$ cat src/rtl/arb_pkg.sv
package arb_pkg;
    typedef enum logic [2:0] {
        ST_IDLE    = 3'd0,
        ST_ACCESS  = 3'd1,
        ST_LOCKED  = 3'd2,
        ST_GRANTED = 3'd3,
        ST_HANG    = 3'd4
    } arb_state_e;
endpackage

$ cat src/rtl/arb_br_sync.sv
module arb_br_sync #(
    parameter int STAGES = 2
) (
    input  logic clk_i,
    input  logic rst_n_i,
    input  logic async_i,
    output logic sync_o
);
    logic [STAGES-1:0] chain_q;

    always_ff @(posedge clk_i or negedge rst_n_i) begin
        if (!rst_n_i) begin
            chain_q <= '0;
        end else begin
            chain_q <= {chain_q[STAGES-2:0], async_i};
        end
    end

    assign sync_o = chain_q[STAGES-1];
endmodule

$ cat src/rtl/arb_access_timer.sv
module arb_access_timer #(
    parameter int ACC_CYCLES = 3
) (
    input  logic clk_i,
    input  logic rst_n_i,
    input  logic run_i,
    output logic last_o
);
    localparam int CW = $clog2(ACC_CYCLES + 1);
    localparam logic [CW-1:0] LAST_CNT = CW'(ACC_CYCLES - 1);

    logic [CW-1:0] cnt_q;

    always_ff @(posedge clk_i or negedge rst_n_i) begin
        if (!rst_n_i) begin
            cnt_q <= '0;
        end else if (!run_i || last_o) begin
            cnt_q <= '0;
        end else begin
            cnt_q <= cnt_q + 1'b1;
        end
    end

    assign last_o = run_i && (cnt_q == LAST_CNT);
endmodule

$ cat src/rtl/arb_port_fsm.sv
module arb_port_fsm
    import arb_pkg::*;
(
    input  logic clk_i,
    input  logic rst_n_i,
    input  logic sys_rst_i,
    input  logic br_sync_i,
    input  logic excl_i,
    input  logic core_req_i,
    input  logic core_wr_i,
    input  logic core_pair_i,
    input  logic acc_last_i,
    output logic acc_run_o,
    output logic ext_grant_o,
    output logic grant_hang_o,
    output logic core_stall_o,
    output logic core_ack_o
);
    arb_state_e state_q, state_d;
    logic       pair_open_q;
    logic       req_eff;

    // the core side is held quiet during system reset
    assign req_eff = core_req_i && !sys_rst_i;

    // state register
    always_ff @(posedge clk_i or negedge rst_n_i) begin
        if (!rst_n_i) begin
            state_q     <= ST_IDLE;
            pair_open_q <= 1'b0;
        end else begin
            state_q <= state_d;
            if (state_d == ST_ACCESS && state_q != ST_ACCESS) begin
                pair_open_q <= !core_wr_i && core_pair_i;
            end
        end
    end

    // next-state decision
    always_comb begin
        state_d = state_q;
        unique case (state_q)
            ST_IDLE: begin
                if (br_sync_i && !(excl_i && req_eff)) begin
                    state_d = ST_GRANTED;
                end else if (req_eff) begin
                    state_d = ST_ACCESS;
                end
            end
            ST_ACCESS: begin
                if (sys_rst_i) begin
                    state_d = ST_IDLE;
                end else if (acc_last_i) begin
                    state_d = pair_open_q ? ST_LOCKED : ST_IDLE;
                end
            end
            ST_LOCKED: begin
                if (sys_rst_i) begin
                    state_d = ST_IDLE;
                end else if (req_eff && !core_wr_i) begin
                    state_d = ST_ACCESS;
                end else if (req_eff) begin
                    state_d = (br_sync_i && !excl_i) ? ST_GRANTED : ST_ACCESS;
                end
            end
            ST_GRANTED: begin
                if (!br_sync_i) begin
                    state_d = ST_IDLE;
                end else if (req_eff) begin
                    state_d = ST_HANG;
                end
            end
            ST_HANG: begin
                if (!br_sync_i) begin
                    state_d = ST_IDLE;
                end else if (!req_eff) begin
                    state_d = ST_GRANTED;
                end
            end
            default: state_d = ST_IDLE;
        endcase
    end

    // outputs
    always_comb begin
        acc_run_o    = (state_q == ST_ACCESS);
        ext_grant_o  = (state_q == ST_GRANTED) || (state_q == ST_HANG);
        grant_hang_o = (state_q == ST_HANG);
        core_stall_o = req_eff && ext_grant_o;
        core_ack_o   = (state_q == ST_ACCESS) && acc_last_i && !sys_rst_i;
    end

    // grant only rises after a synchronized request
    assert_grant_after_req_R1: assert property (@(posedge clk_i) disable iff (!rst_n_i)
        $rose(ext_grant_o) |-> $past(br_sync_i));

    // no acknowledge while the port is granted away
    assert_no_ack_granted_R2: assert property (@(posedge clk_i) disable iff (!rst_n_i)
        ext_grant_o |-> !core_ack_o);

    // a closed pair window never turns straight into a grant on a read
    assert_pair_no_grant_R3: assert property (@(posedge clk_i) disable iff (!rst_n_i)
        (state_q == ST_LOCKED && req_eff && !core_wr_i) |=> !ext_grant_o);

    // exclusive mode keeps the port while the core requests
    assert_excl_hold_R5: assert property (@(posedge clk_i) disable iff (!rst_n_i)
        (excl_i && req_eff && !ext_grant_o) |=> !ext_grant_o);

    // dropped request releases the grant on the next edge
    assert_release_R6: assert property (@(posedge clk_i) disable iff (!rst_n_i)
        (ext_grant_o && !br_sync_i) |=> !ext_grant_o);

    // hang needs a waiting core and falls with the grant
    assert_hang_needs_core_R8: assert property (@(posedge clk_i) disable iff (!rst_n_i)
        grant_hang_o |-> $past(req_eff));
    assert_hang_with_grant_R8: assert property (@(posedge clk_i) disable iff (!rst_n_i)
        $fell(ext_grant_o) |-> !grant_hang_o);

    // grant never rises while an access is counting
    assert_no_grant_mid_access_R9: assert property (@(posedge clk_i) disable iff (!rst_n_i)
        (acc_run_o && !acc_last_i && !sys_rst_i) |=> !ext_grant_o);
endmodule

$ cat src/rtl/ext_bus_arbiter.sv
module ext_bus_arbiter #(
    parameter int SYNC_STAGES = 2,
    parameter int ACC_CYCLES  = 3
) (
    input  logic clk_i,
    input  logic por_n_i,
    input  logic sys_rst_i,
    input  logic ext_req_i,
    input  logic excl_i,
    input  logic core_req_i,
    input  logic core_wr_i,
    input  logic core_pair_i,
    output logic ext_grant_o,
    output logic grant_hang_o,
    output logic core_stall_o,
    output logic core_ack_o
);
    logic br_sync;
    logic acc_run;
    logic acc_last;

    arb_br_sync #(.STAGES(SYNC_STAGES)) u_sync (
        .clk_i   (clk_i),
        .rst_n_i (por_n_i),
        .async_i (ext_req_i),
        .sync_o  (br_sync)
    );

    arb_access_timer #(.ACC_CYCLES(ACC_CYCLES)) u_timer (
        .clk_i   (clk_i),
        .rst_n_i (por_n_i),
        .run_i   (acc_run),
        .last_o  (acc_last)
    );

    arb_port_fsm u_fsm (
        .clk_i        (clk_i),
        .rst_n_i      (por_n_i),
        .sys_rst_i    (sys_rst_i),
        .br_sync_i    (br_sync),
        .excl_i       (excl_i),
        .core_req_i   (core_req_i),
        .core_wr_i    (core_wr_i),
        .core_pair_i  (core_pair_i),
        .acc_last_i   (acc_last),
        .acc_run_o    (acc_run),
        .ext_grant_o  (ext_grant_o),
        .grant_hang_o (grant_hang_o),
        .core_stall_o (core_stall_o),
        .core_ack_o   (core_ack_o)
    );
endmodule

$ cat config.mk
export PLATFORM = sky130hd
export DESIGN_NAME = ext_bus_arbiter
export DESIGN_NICKNAME = d
export VERILOG_FILES = /design/src/rtl/arb_pkg.sv /design/src/rtl/arb_br_sync.sv /design/src/rtl/arb_access_timer.sv /design/src/rtl/arb_port_fsm.sv /design/src/rtl/ext_bus_arbiter.sv
export SDC_FILE = /design/constraint.sdc
export NUM_CORES = 1
export LEC_CHECK = 0
export ABC_AREA = 1
export CELL_PAD_IN_SITES_DETAIL_PLACEMENT = 0
export CELL_PAD_IN_SITES_GLOBAL_PLACEMENT = 1
export CORE_MARGIN = 2
export CORE_UTILIZATION = 31
export DETAILED_ROUTE_END_ITERATION = 7
export GPL_TIMING_DRIVEN = 0
export PLACE_DENSITY = 0.78
export SLEW_MARGIN = 20
export SYNTH_ARGS = -nofsm -noshare
export SYNTH_HDL_FRONTEND = slang
export SYNTH_SLANG_ARGS = --single-unit
export TNS_END_PERCENT = 5
$ cat constraint.sdc
create_clock -name clk_i -period 1.39 [get_ports clk_i]
set_input_delay 0.139 -clock clk_i [delete_from_list [all_inputs] [get_ports clk_i]]
set_output_delay 0.139 -clock clk_i [all_outputs]
set_load 0.02 [all_outputs]
==> impl_metrics.py, run 1 <==
metrics = {
    "timing": {
        "post-route-period-util_pct": 99.2,
        "hold_viol_final": 0,
        "tns_ns": 0,
        "period_needed_ns": 1.38,
        "drv_slew": 0,
        "max_freq_ghz": 0.725,
        "skew_ns": 0.00232,
        "rsz0062_at_grt": "true",
        "worst_slew_pin_slew_ns": 0.333,
        "worst_slew_margin_rel_pct": 77.7,
        "setup_viol": 0,
    },
    "layout": {
        "multi_input_area_sq_um": 218,
        "seq_area_sq_um": 201,
        "layout-drive-gt1-share_pct": 15.7,
        "area_growth_pct": 33.9,
        "num-nets-final": 94,
        "n_fill_cell": 155,
        "layoutNonFillerInstCount": 98,
        "num_antenna_cells": 0,
    },
    "clocking": {
        "ctsHoldBuffers": 0,
        "cts-root-buf": "clkbuf_4",
        "post_cts_buffers": 0,
        "cts_buffers": 3,
        "cts.htree.levels": 1,
        "cts_tree": "yes",
        "cts_resized": 17,
        "cts.sinks": 8,
        "insertion_delay_ns": 0.24,
        "clk_pin_slew_ns": 0.05,
        "cts_buffer_depth": 2,
    },
    "grt": {
        "antenna_found_initial": 0,
        "grt_pass1_wl_um": 1550,
        "grt_max_degree": 9,
        "grt_pass1_vias": 402,
        "overflow": 0,
        "grt_util_all_layers_pct": 11.3,
    },
    "drt": {
        "highest_layer": "met3",
        "wl_per_cell_um": 9.21,
        "vias": 454,
        "drtPass1Iterations": 2,
        "met3_wirelength_um": 40,
        "wl_um": 903,
        "drtAntennaViolNets": 0,
        "drtIter0Drc": 6,
        "met1_length_um": 454,
        "routed-wl-met2_um": 409,
        "via_per_inst": 4.63,
        "drc": 0,
    },
    "job": {
        "drv_cap": 0,
    },
    "die": {
        "die_y_um": 42.6,
        "ioPinCount": 12,
        "fp.dieW_um": 42.6,
        "dieArea_sq_um": 1810,
        "start_util_pct": 34.2,
        "rows": 13,
        "core-area_sq_um": 1350,
    },
    "worst_setup_path": {
        "crit_path_end_kind": "output pin",
        "arrival_ns": 1.24,
        "startpoint_type": "flop",
        "cp_slowest_cell": "dfrtp_1",
        "crit_chain": "inv_1 > nor2_2 > nand2_1 > nor3_2 > buf_4",
        "crit_type": "flop to output pin",
        "critPathMaxStageDelay_ns": 0.39,
        "crit_fanout": 4,
        "worstPathRequired_ns": 1.25,
    },
    "logic_synthesis": {
        "synth_fp_nets": 78,
        "yosysUniqueCellTypes": 11,
        "netlist_area_sq_um": 462,
        "synth-seq-cells": 8,
        "postSynthAreaPerCell_sq_um": 6.69,
        "ys_warn_count": 0,
        "syn_inst": 69,
        "ys_seq_area_share_pct": 43.4,
    },
    "hold_path": {
        "hp-class": "primary input to async pin",
    },
    "pwr": {
        "p_leak_nw": 0.344,
        "peakVddDrop_mv": 0.807,
        "power.total_uw": 919,
        "power_density_nw_per_um2": 1490,
    },
    "placed_design": {
        "dp_hpwl_um": 756,
        "place_congestion": 0.772,
        "dp_cells": 95,
        "io_buffers": 11,
    },
    "outcome": {
        "outcome": "complete, no violations",
    },
}
## where the power goes
part | total [mW] | switching (mW) | leakage, nW | internal [mW]
Clock | 0.169 | 0.0712 | 0.0138 | 0.0983
Combinational | 0.398 | 0.251 | 0.230 | 0.147
Sequential | 0.351 | 0.0522 | 0.101 | 0.299
## cell type report
type | instances | share of cell area (%)
multi-input combinational | 46 | 35.2
sequential | 8 | 32.6
timing repair buffer | 11 | 16.4
inverter | 15 | 9.11
clock buffer | 3 | 3.64
tap | 15 | 3.04
## layer usage
layer | global-route usage [%] | vias to the layer above
met4 | 5.63 | 0
met3 | 1.29 | 0
met2 | 17.2 | 9
met5 | 0 | -
met1 | 15.7 | 206
li1 | - | 239
## synthesized netlist by cell type
cell type	instances	area, sq um
nand3_1	6	30.0
nand4_1	2	12.5
nand2_2	1	6.26
ha_1	1	12.5
inv_1	15	56.3
dfrtp_1	8	200
nor3_1	3	15.0
a21oi_1	2	10.0
nand2_1	18	67.6
nor2_2	1	6.26
nor2_1	12	45.0
## cells by family (layout without fill, tap and decap cells)
logic type	count (synthesis)	in the layout	synth area share [%]
compound gates	2	2	2.17
fa+ha+maj	1	1	2.71
buf+inv	15	29	12.2
flops	8	8	43.4
simple gates	43	43	39.6
## state kept, by name, indices dropped and copies added (netlist names)
register,flops
u_fsm.pair_open_q,1
u_fsm.state_q,3
u_sync.chain_q,2
u_timer.cnt_q,2
## worst max-delay path, delay by kind of cell (launching register included)
kind,cells,cell delay (ns)
buffers and inverters,2,0.25
DFF,1,0.39
and+or+nand+nor,3,0.36
## per-stage QoR
stage	utilization [%]	setup WS (ns)	cell area (sq um)	hold slack, ns
after floorplan	-	0.125	462	-0.157
after global placement	43.7	-0.376	591	0.334
after detailed placement	43.7	-0.362	591	0.362
after CTS	45.1	-0.0303	609	0.163
after global routing	45.8	-0.0987	618	0.165
final	45.8	0.0111	618	0.158
## cell usage in the layout, fill, tap and decap left out, drive strengths merged
master | synthesis | final
ha | 1 | 1
clkdlybuf4s15 | 0 | 1
dfrtp | 8 | 8
clkbuf | 0 | 3
nor2 | 13 | 13
clkdlybuf4s50 | 0 | 7
nor3 | 3 | 3
buf | 0 | 3
inv | 15 | 15
a21oi | 2 | 2
nand4 | 2 | 2
nand3 | 6 | 6
nand2 | 19 | 19
## path summary, 6_finish.rpt
path | depth (start not counted) | slack (ns) | endpoint | start
min reg2reg | 0 | 0.37 | u_sync.chain_q[1]$_DFF_PN0_ | u_sync.chain_q[0]$_DFF_PN0_
max | 5 | 0.01 | core_ack_o | u_fsm.state_q[0]$_DFF_PN0_
max in group asynchronous | 1 | 0.97 | u_fsm.state_q[1]$_DFF_PN0_ | por_n_i
min in group clk_i | 1 | 0.33 | u_sync.chain_q[0]$_DFF_PN0_ | ext_req_i
min | 1 | 0.16 | u_fsm.state_q[2]$_DFF_PN0_ | por_n_i
max reg2reg | 8 | 0.05 | u_fsm.pair_open_q$_DFFE_PN0P_ | u_fsm.state_q[1]$_DFF_PN0_
(Power assumes the default switching activity.)
==> inputs of run 2 (changes only) <==
CORE_UTILIZATION = 28   (was 31)
PLACE_DENSITY = 0.75   (was 0.78)
clock period = 1.15 ns   (was 1.39 ns; I/O delays follow)
==> run 2 against run 1 <==
Compared with the run above: the run now ends with negative setup slack left; core utilization up 2.2 points; total power up 53%; clock power increased by 22%; register-to-register slack lost 0.22 ns; clock-buffer cell count unchanged; cell area is 18% higher; combinational power rose by 85%; sequential share of layout area down 4.9 points.
==> impl_metrics.py, run 2 (synthesis results as in run 1) <==
metrics = {
    "drt": {
        "drtAntennaViolNets": 0,
        "wl_per_cell_um": 9.55,
        "via_per_inst": 4.52,
        "drc": 0,
        "drtPass1Iterations": 3,
        "drtIter0Drc": 3,
        "wl_um": 984,
        "vias": 466,
    },
    "timing": {
        "hold_viol_final": 0,
        "worst_slew_pin_slew_ns": 0.328,
        "tns_ns": -0.702,
        "post-route-period-util_pct": 115,
        "setup_viol": 6,
        "drv_slew": 0,
        "period_needed_ns": 1.32,
        "rsz0062_at_grt": "true",
        "max_freq_ghz": 0.756,
        "skew_ns": 0.00179,
        "worst_slew_margin_rel_pct": 78.0,
        "layout_setup_ws_ns": -0.173,
    },
    "grt": {
        "antenna_found_initial": 0,
        "grt_pass1_vias": 456,
        "overflow": 0,
        "grt_max_degree": 9,
        "grt_util_all_layers_pct": 13.0,
        "grt_pass1_wl_um": 1840,
    },
    "worst_setup_path": {
        "reg2reg_slack_ns": -0.17,
        "reg2reg_depth": 9,
        "worstPathRequired_ns": 1.29,
        "crit_type": "flop to flop",
        "worstReg2RegStart": "u_fsm.state_q[0]$_DFF_PN0_",
        "critPathMaxStageDelay_ns": 0.41,
        "startpoint_type": "flop",
        "crit_fanout": 3,
        "worst_r2r_endpoint": "u_fsm.pair_open_q$_DFFE_PN0P_",
        "cp_slowest_cell": "dfrtp_1",
        "crit_chain": "buf_6 > nor3_4 > nand2_1 > nand2_1 > nor2_1 > nor2_1 > nand2_1 > nand2_1 > nand2_1",
        "cpMostUsedCell": "nand2_1",
        "crit_path_end_kind": "flop",
        "arrival_ns": 1.46,
    },
    "outcome": {
        "violations": "negative setup slack",
        "outcome": "complete, but fails checks",
    },
    "layout": {
        "design_area_sq_um": 732,
        "num_antenna_cells": 0,
        "area_growth_pct": 58.5,
        "largest_reg_flops": 3,
        "layout_common_cells": "nand2_1, nor2_1, inv_1",
        "layout-drive-gt1-share_pct": 35.6,
        "layout_commonest_cell": "nand2_1",
        "regMostFlops": "u_fsm.state_q",
        "num-nets-final": 98,
        "top_regs": "u_fsm.state_q (3), u_sync.chain_q (2), u_timer.cnt_q (2)",
    },
    "clocking": {
        "insertion_delay_ns": 0.25,
        "cts_tree": "yes",
        "cts-root-buf": "clkbuf_4",
        "clk_pin_slew_ns": 0.05,
        "cts.htree.levels": 1,
        "cts.sinks": 8,
        "ctsHoldBuffers": 0,
        "cts_buffers": 3,
        "cts_buffer_depth": 2,
    },
    "pwr": {
        "p_leak_nw": 0.372,
        "power_density_nw_per_um2": 1920,
        "peakVddDrop_mv": 0.984,
    },
    "placed_design": {
        "placed_area_sq_um": 612,
        "place_congestion": 0.738,
        "dp_hpwl_um": 740,
        "io_buffers": 11,
    },
    "die": {
        "die_y_um": 44.6,
        "fp.dieW_um": 44.6,
        "rows": 14,
        "dieArea_sq_um": 1990,
        "start_util_pct": 30.3,
        "ioPinCount": 12,
        "core-area_sq_um": 1520,
    },
    "job": {
        "drv_cap": 0,
    },
    "hold_path": {
        "hp-class": "primary input to async pin",
    },
}
[run 2: timing repair]
action | in CTS | in global routing
gates resized for setup | 40 | 4
setup buffers | 4 | 0
setup endpoints to repair | 6 | 9
cloned | 0 | 0
pin swaps | 5 | 0
[run 2: metrics by stage]
step / utilization [%] / power, mW / hold slack (ns) / std cells / worst slack [ns]
after detailed placement: 40.1 / 0.931 / 0.337 / 96 / -0.570
after global placement: 40.1 / 0.924 / 0.334 / 96 / -0.599
after floorplan: - / 0.783 / -0.181 / 69 / -0.0955
after CTS: 46.8 / 1.37 / 0.132 / 103 / -0.173
final: 48.0 / 1.41 / 0.128 / 103 / -0.173
after global routing: 48.0 / 1.55 / 0.146 / 103 / -0.297
[run 2: power by group]
part	total, mW	internal, mW	leakage, nW	switching, mW
sequential	0.465	0.362	0.0989	0.102
combinational	0.738	0.336	0.259	0.402
clock	0.206	0.119	0.0138	0.0870
[run 2: worst max path at each step]
stage	startpoint	endpoint	slack [ns]	cells after the start
finish	u_fsm.state_q[0]$_DFF_PN0_	u_fsm.pair_open_q$_DFFE_PN0P_	-0.17	9
global route	u_fsm.state_q[2]$_DFF_PN0_	u_fsm.pair_open_q$_DFFE_PN0P_	-0.30	10
detailed placement	sys_rst_i	core_stall_o	-0.57	5
CTS	u_fsm.state_q[2]$_DFF_PN0_	u_fsm.pair_open_q$_DFFE_PN0P_	-0.17	9
floorplan	u_fsm.state_q[1]$_DFF_PN0_	u_fsm.pair_open_q$_DFFE_PN0P_	-0.1	10
global placement	sys_rst_i	core_stall_o	-0.60	5
[run 2: area by class of cell]
| cell class | instances | area (sq um) |
|---|---|---|
| Sequential cell | 8 | 203 |
| Clock buffer | 3 | 22.5 |
| Fill cell | 166 | 792 |
| Multi-Input combinational cell | 46 | 292 |
| Inverter | 15 | 58.8 |
| Tap cell | 16 | 20.0 |
| Timing Repair Buffer | 15 | 136 |
[run 2: worst max-delay path: cells and delay by family, from the launching register on]
family / cells / cell delay (ns)
and+or+nand+nor: 8 / 0.66
DFF: 1 / 0.41
buffers and inverters: 1 / 0.15
[run 2: metal layers]
metal | GRT usage, % | wire, um | up-vias
li1 | - | - | 248
met1 | 15.4 | 450 | 207
met2 | 20.3 | 476 | 11
met4 | 6.67 | 0 | 0
met5 | 0 | 0 | -
met3 | 4.90 | 56 | 0
==> inputs of run 3 (changes only) <==
CELL_PAD_IN_SITES_DETAIL_PLACEMENT = default   (was 0)
CELL_PAD_IN_SITES_GLOBAL_PLACEMENT = default   (was 1)
CORE_AREA = 2 2 39 41   (was default)
CORE_MARGIN = default   (was 2)
CORE_UTILIZATION = default   (was 28)
DIE_AREA = 0 0 41 43   (was default)
PLACE_DENSITY = 0.66   (was 0.75)
SLEW_MARGIN = default   (was 20)
==> run 3 against run 2 <==
Compared with the run above: the flow still finishes with violations (negative setup slack); largest cell class unchanged; via count unchanged; setup slack got worse by 0.023 ns; global-route usage is 0.88 points higher; cell area is 5.1% lower; clock skew up 0.0068 ns.
==> impl_metrics.py, run 3 (synthesis results as in run 1) <==
metrics = {
    "timing": {
        "drv_slew": 0,
        "period_needed_ns": 1.35,
        "max_freq_ghz": 0.743,
        "hold_viol_final": 0,
        "layout_setup_ws_ns": -0.196,
        "worst_slew_margin_rel_pct": 76.2,
        "skew_ns": 0.00860,
        "tns_ns": -0.704,
        "rsz0062_at_grt": "true",
        "setup_viol": 7,
        "post-route-period-util_pct": 117,
        "worst_slew_pin_slew_ns": 0.356,
    },
    "die": {
        "fp.dieW_um": 41,
        "die_y_um": 43,
        "core-area_sq_um": 1380,
        "rows": 14,
        "dieArea_sq_um": 1760,
        "ioPinCount": 12,
        "start_util_pct": 33.4,
    },
    "worst_setup_path": {
        "crit_type": "flop to output pin",
        "worstPathRequired_ns": 1.03,
        "reg2reg_slack_ns": -0.17,
        "startpoint_type": "flop",
        "critPathMaxStageDelay_ns": 0.38,
        "worst_path_dominant_cell_family": "flip-flops",
        "crit_fanout": 3,
        "cp_slowest_cell": "dfrtp_1",
        "critPathLaunch": "u_timer.cnt_q[0]$_DFF_PN0_",
        "crit_chain": "inv_1 > ha_2 > inv_2 > nor3_2 > buf_4",
        "worstReg2RegStart": "u_fsm.state_q[1]$_DFF_PN0_",
        "crit_path_end_kind": "output pin",
        "critPathBufInv": 3,
        "arrival_ns": 1.23,
    },
    "drt": {
        "drc": 0,
        "vias": 466,
        "wl_um": 1050,
        "drtAntennaViolNets": 0,
        "via_per_inst": 4.61,
        "drtPass1Iterations": 4,
        "drtIter0Drc": 12,
        "wl_per_cell_um": 10.4,
    },
    "clocking": {
        "insertion_delay_ns": 0.25,
        "cts.sinks": 8,
        "cts_buffer_depth": 2,
        "ctsHoldBuffers": 0,
        "cts-root-buf": "clkbuf_4",
        "cts_buffers": 3,
        "cts.htree.levels": 1,
        "clk_pin_slew_ns": 0.06,
        "cts_tree": "yes",
    },
    "layout": {
        "num_antenna_cells": 0,
        "n_fill_cell": 140,
        "largest_reg_flops": 3,
        "top_regs": "u_fsm.state_q (3), u_sync.chain_q (2), u_timer.cnt_q (2)",
        "layoutNonFillerInstCount": 101,
        "multi_input_area_sq_um": 263,
        "layout_common_cells": "nand2_1, inv_1, nor2_1, clkdlybuf4s50_1, dfrtp_1",
        "layout-drive-gt1-share_pct": 35.3,
        "num-nets-final": 96,
        "design_area_sq_um": 694,
        "seq_area_sq_um": 204,
        "regMostFlops": "u_fsm.state_q",
        "area_growth_pct": 50.4,
        "layout_commonest_cell": "nand2_1",
        "final_util_pct": 50.2,
    },
    "job": {
        "drv_cap": 0,
    },
    "pwr": {
        "peakVddDrop_mv": 0.868,
        "power_density_nw_per_um2": 1860,
        "p_leak_nw": 0.361,
    },
    "hold_path": {
        "hp-class": "primary input to async pin",
    },
    "placed_design": {
        "dp_cells": 96,
        "io_buffers": 11,
        "place_congestion": 0.802,
        "placed_area_sq_um": 612,
        "dp_hpwl_um": 701,
    },
    "grt": {
        "grt_util_all_layers_pct": 13.8,
        "antenna_found_initial": 0,
        "grt_max_degree": 9,
        "grt_pass1_wl_um": 1580,
        "overflow": 0,
        "grt_pass1_vias": 418,
    },
    "outcome": {
        "outcome": "complete, but fails checks",
        "violations": "negative setup slack",
    },
}
-- run 3: cell types whose count changed in the layout (fill, tap and decap cells not counted), sizes merged --
cell / delta
dlygate4sd2: -1
buf: -2
clkdlybuf4s50: +1
-- run 3: worst register-to-register path: stages (launching register included) --
cell and delay [ns]:
dfrtp_2 0.46, inv_2 0.11, nand3_4 0.08, nand2_4 0.08
nand2_2 0.06, nand2_1 0.09, nor2_2 0.05, nor2_2 0.12
nand2_1 0.06, nand2_1 0.05, nand2_1 0.05
-- run 3: cell type report --
class,instances,area share [%]
multi-input cells,46,37.8
flip-flops and latches,8,29.4
repair buffers,13,18.2
inverters,15,8.47
clock buffers,3,3.24
well taps,16,2.88
-- run 3: repair_timing --
action | 4_1_cts | 5_1_grt
resized for setup | 29 | 12
setup buffers | 0 | 2
setup endpoints to repair | 6 | 7
pin swaps | 2 | 7
-- run 3: path summary, 6_finish.rpt --
check	depth (start not counted)	endpoint
max reg2reg	10	u_fsm.pair_open_q$_DFFE_PN0P_
min in group clk_i	1	u_sync.chain_q[0]$_DFF_PN0_
min reg2reg	0	u_sync.chain_q[1]$_DFF_PN0_
max in group asynchronous	1	u_fsm.state_q[2]$_DFF_PN0_
max	5	core_ack_o
min	1	u_timer.cnt_q[0]$_DFF_PN0_
-- run 3: per-stage QoR --
stage | worst slack, ns | hold slack [ns] | total power, mW
finish | -0.196 | 0.136 | 1.29
detailed placement | -0.587 | 0.337 | 0.922
global route | -0.272 | 0.165 | 1.41
CTS | -0.208 | 0.139 | 1.20
global placement | -0.582 | 0.333 | 0.910
floorplan | -0.0955 | -0.181 | 0.783
-- run 3: power by group --
group	internal (mW)	switching [mW]	total [mW]
registers	0.365	0.0852	0.451
logic	0.255	0.374	0.629
clock network	0.119	0.0903	0.209
-- run 3: routing by layer --
layer	part of all wire (%)	GRT usage, %	up-vias
met2	51	20.9	12
met4	0.57	8.00	0
met1	43	16.2	206
li1	-	-	246
met5	0	0	-
met3	5.3	4.71	2
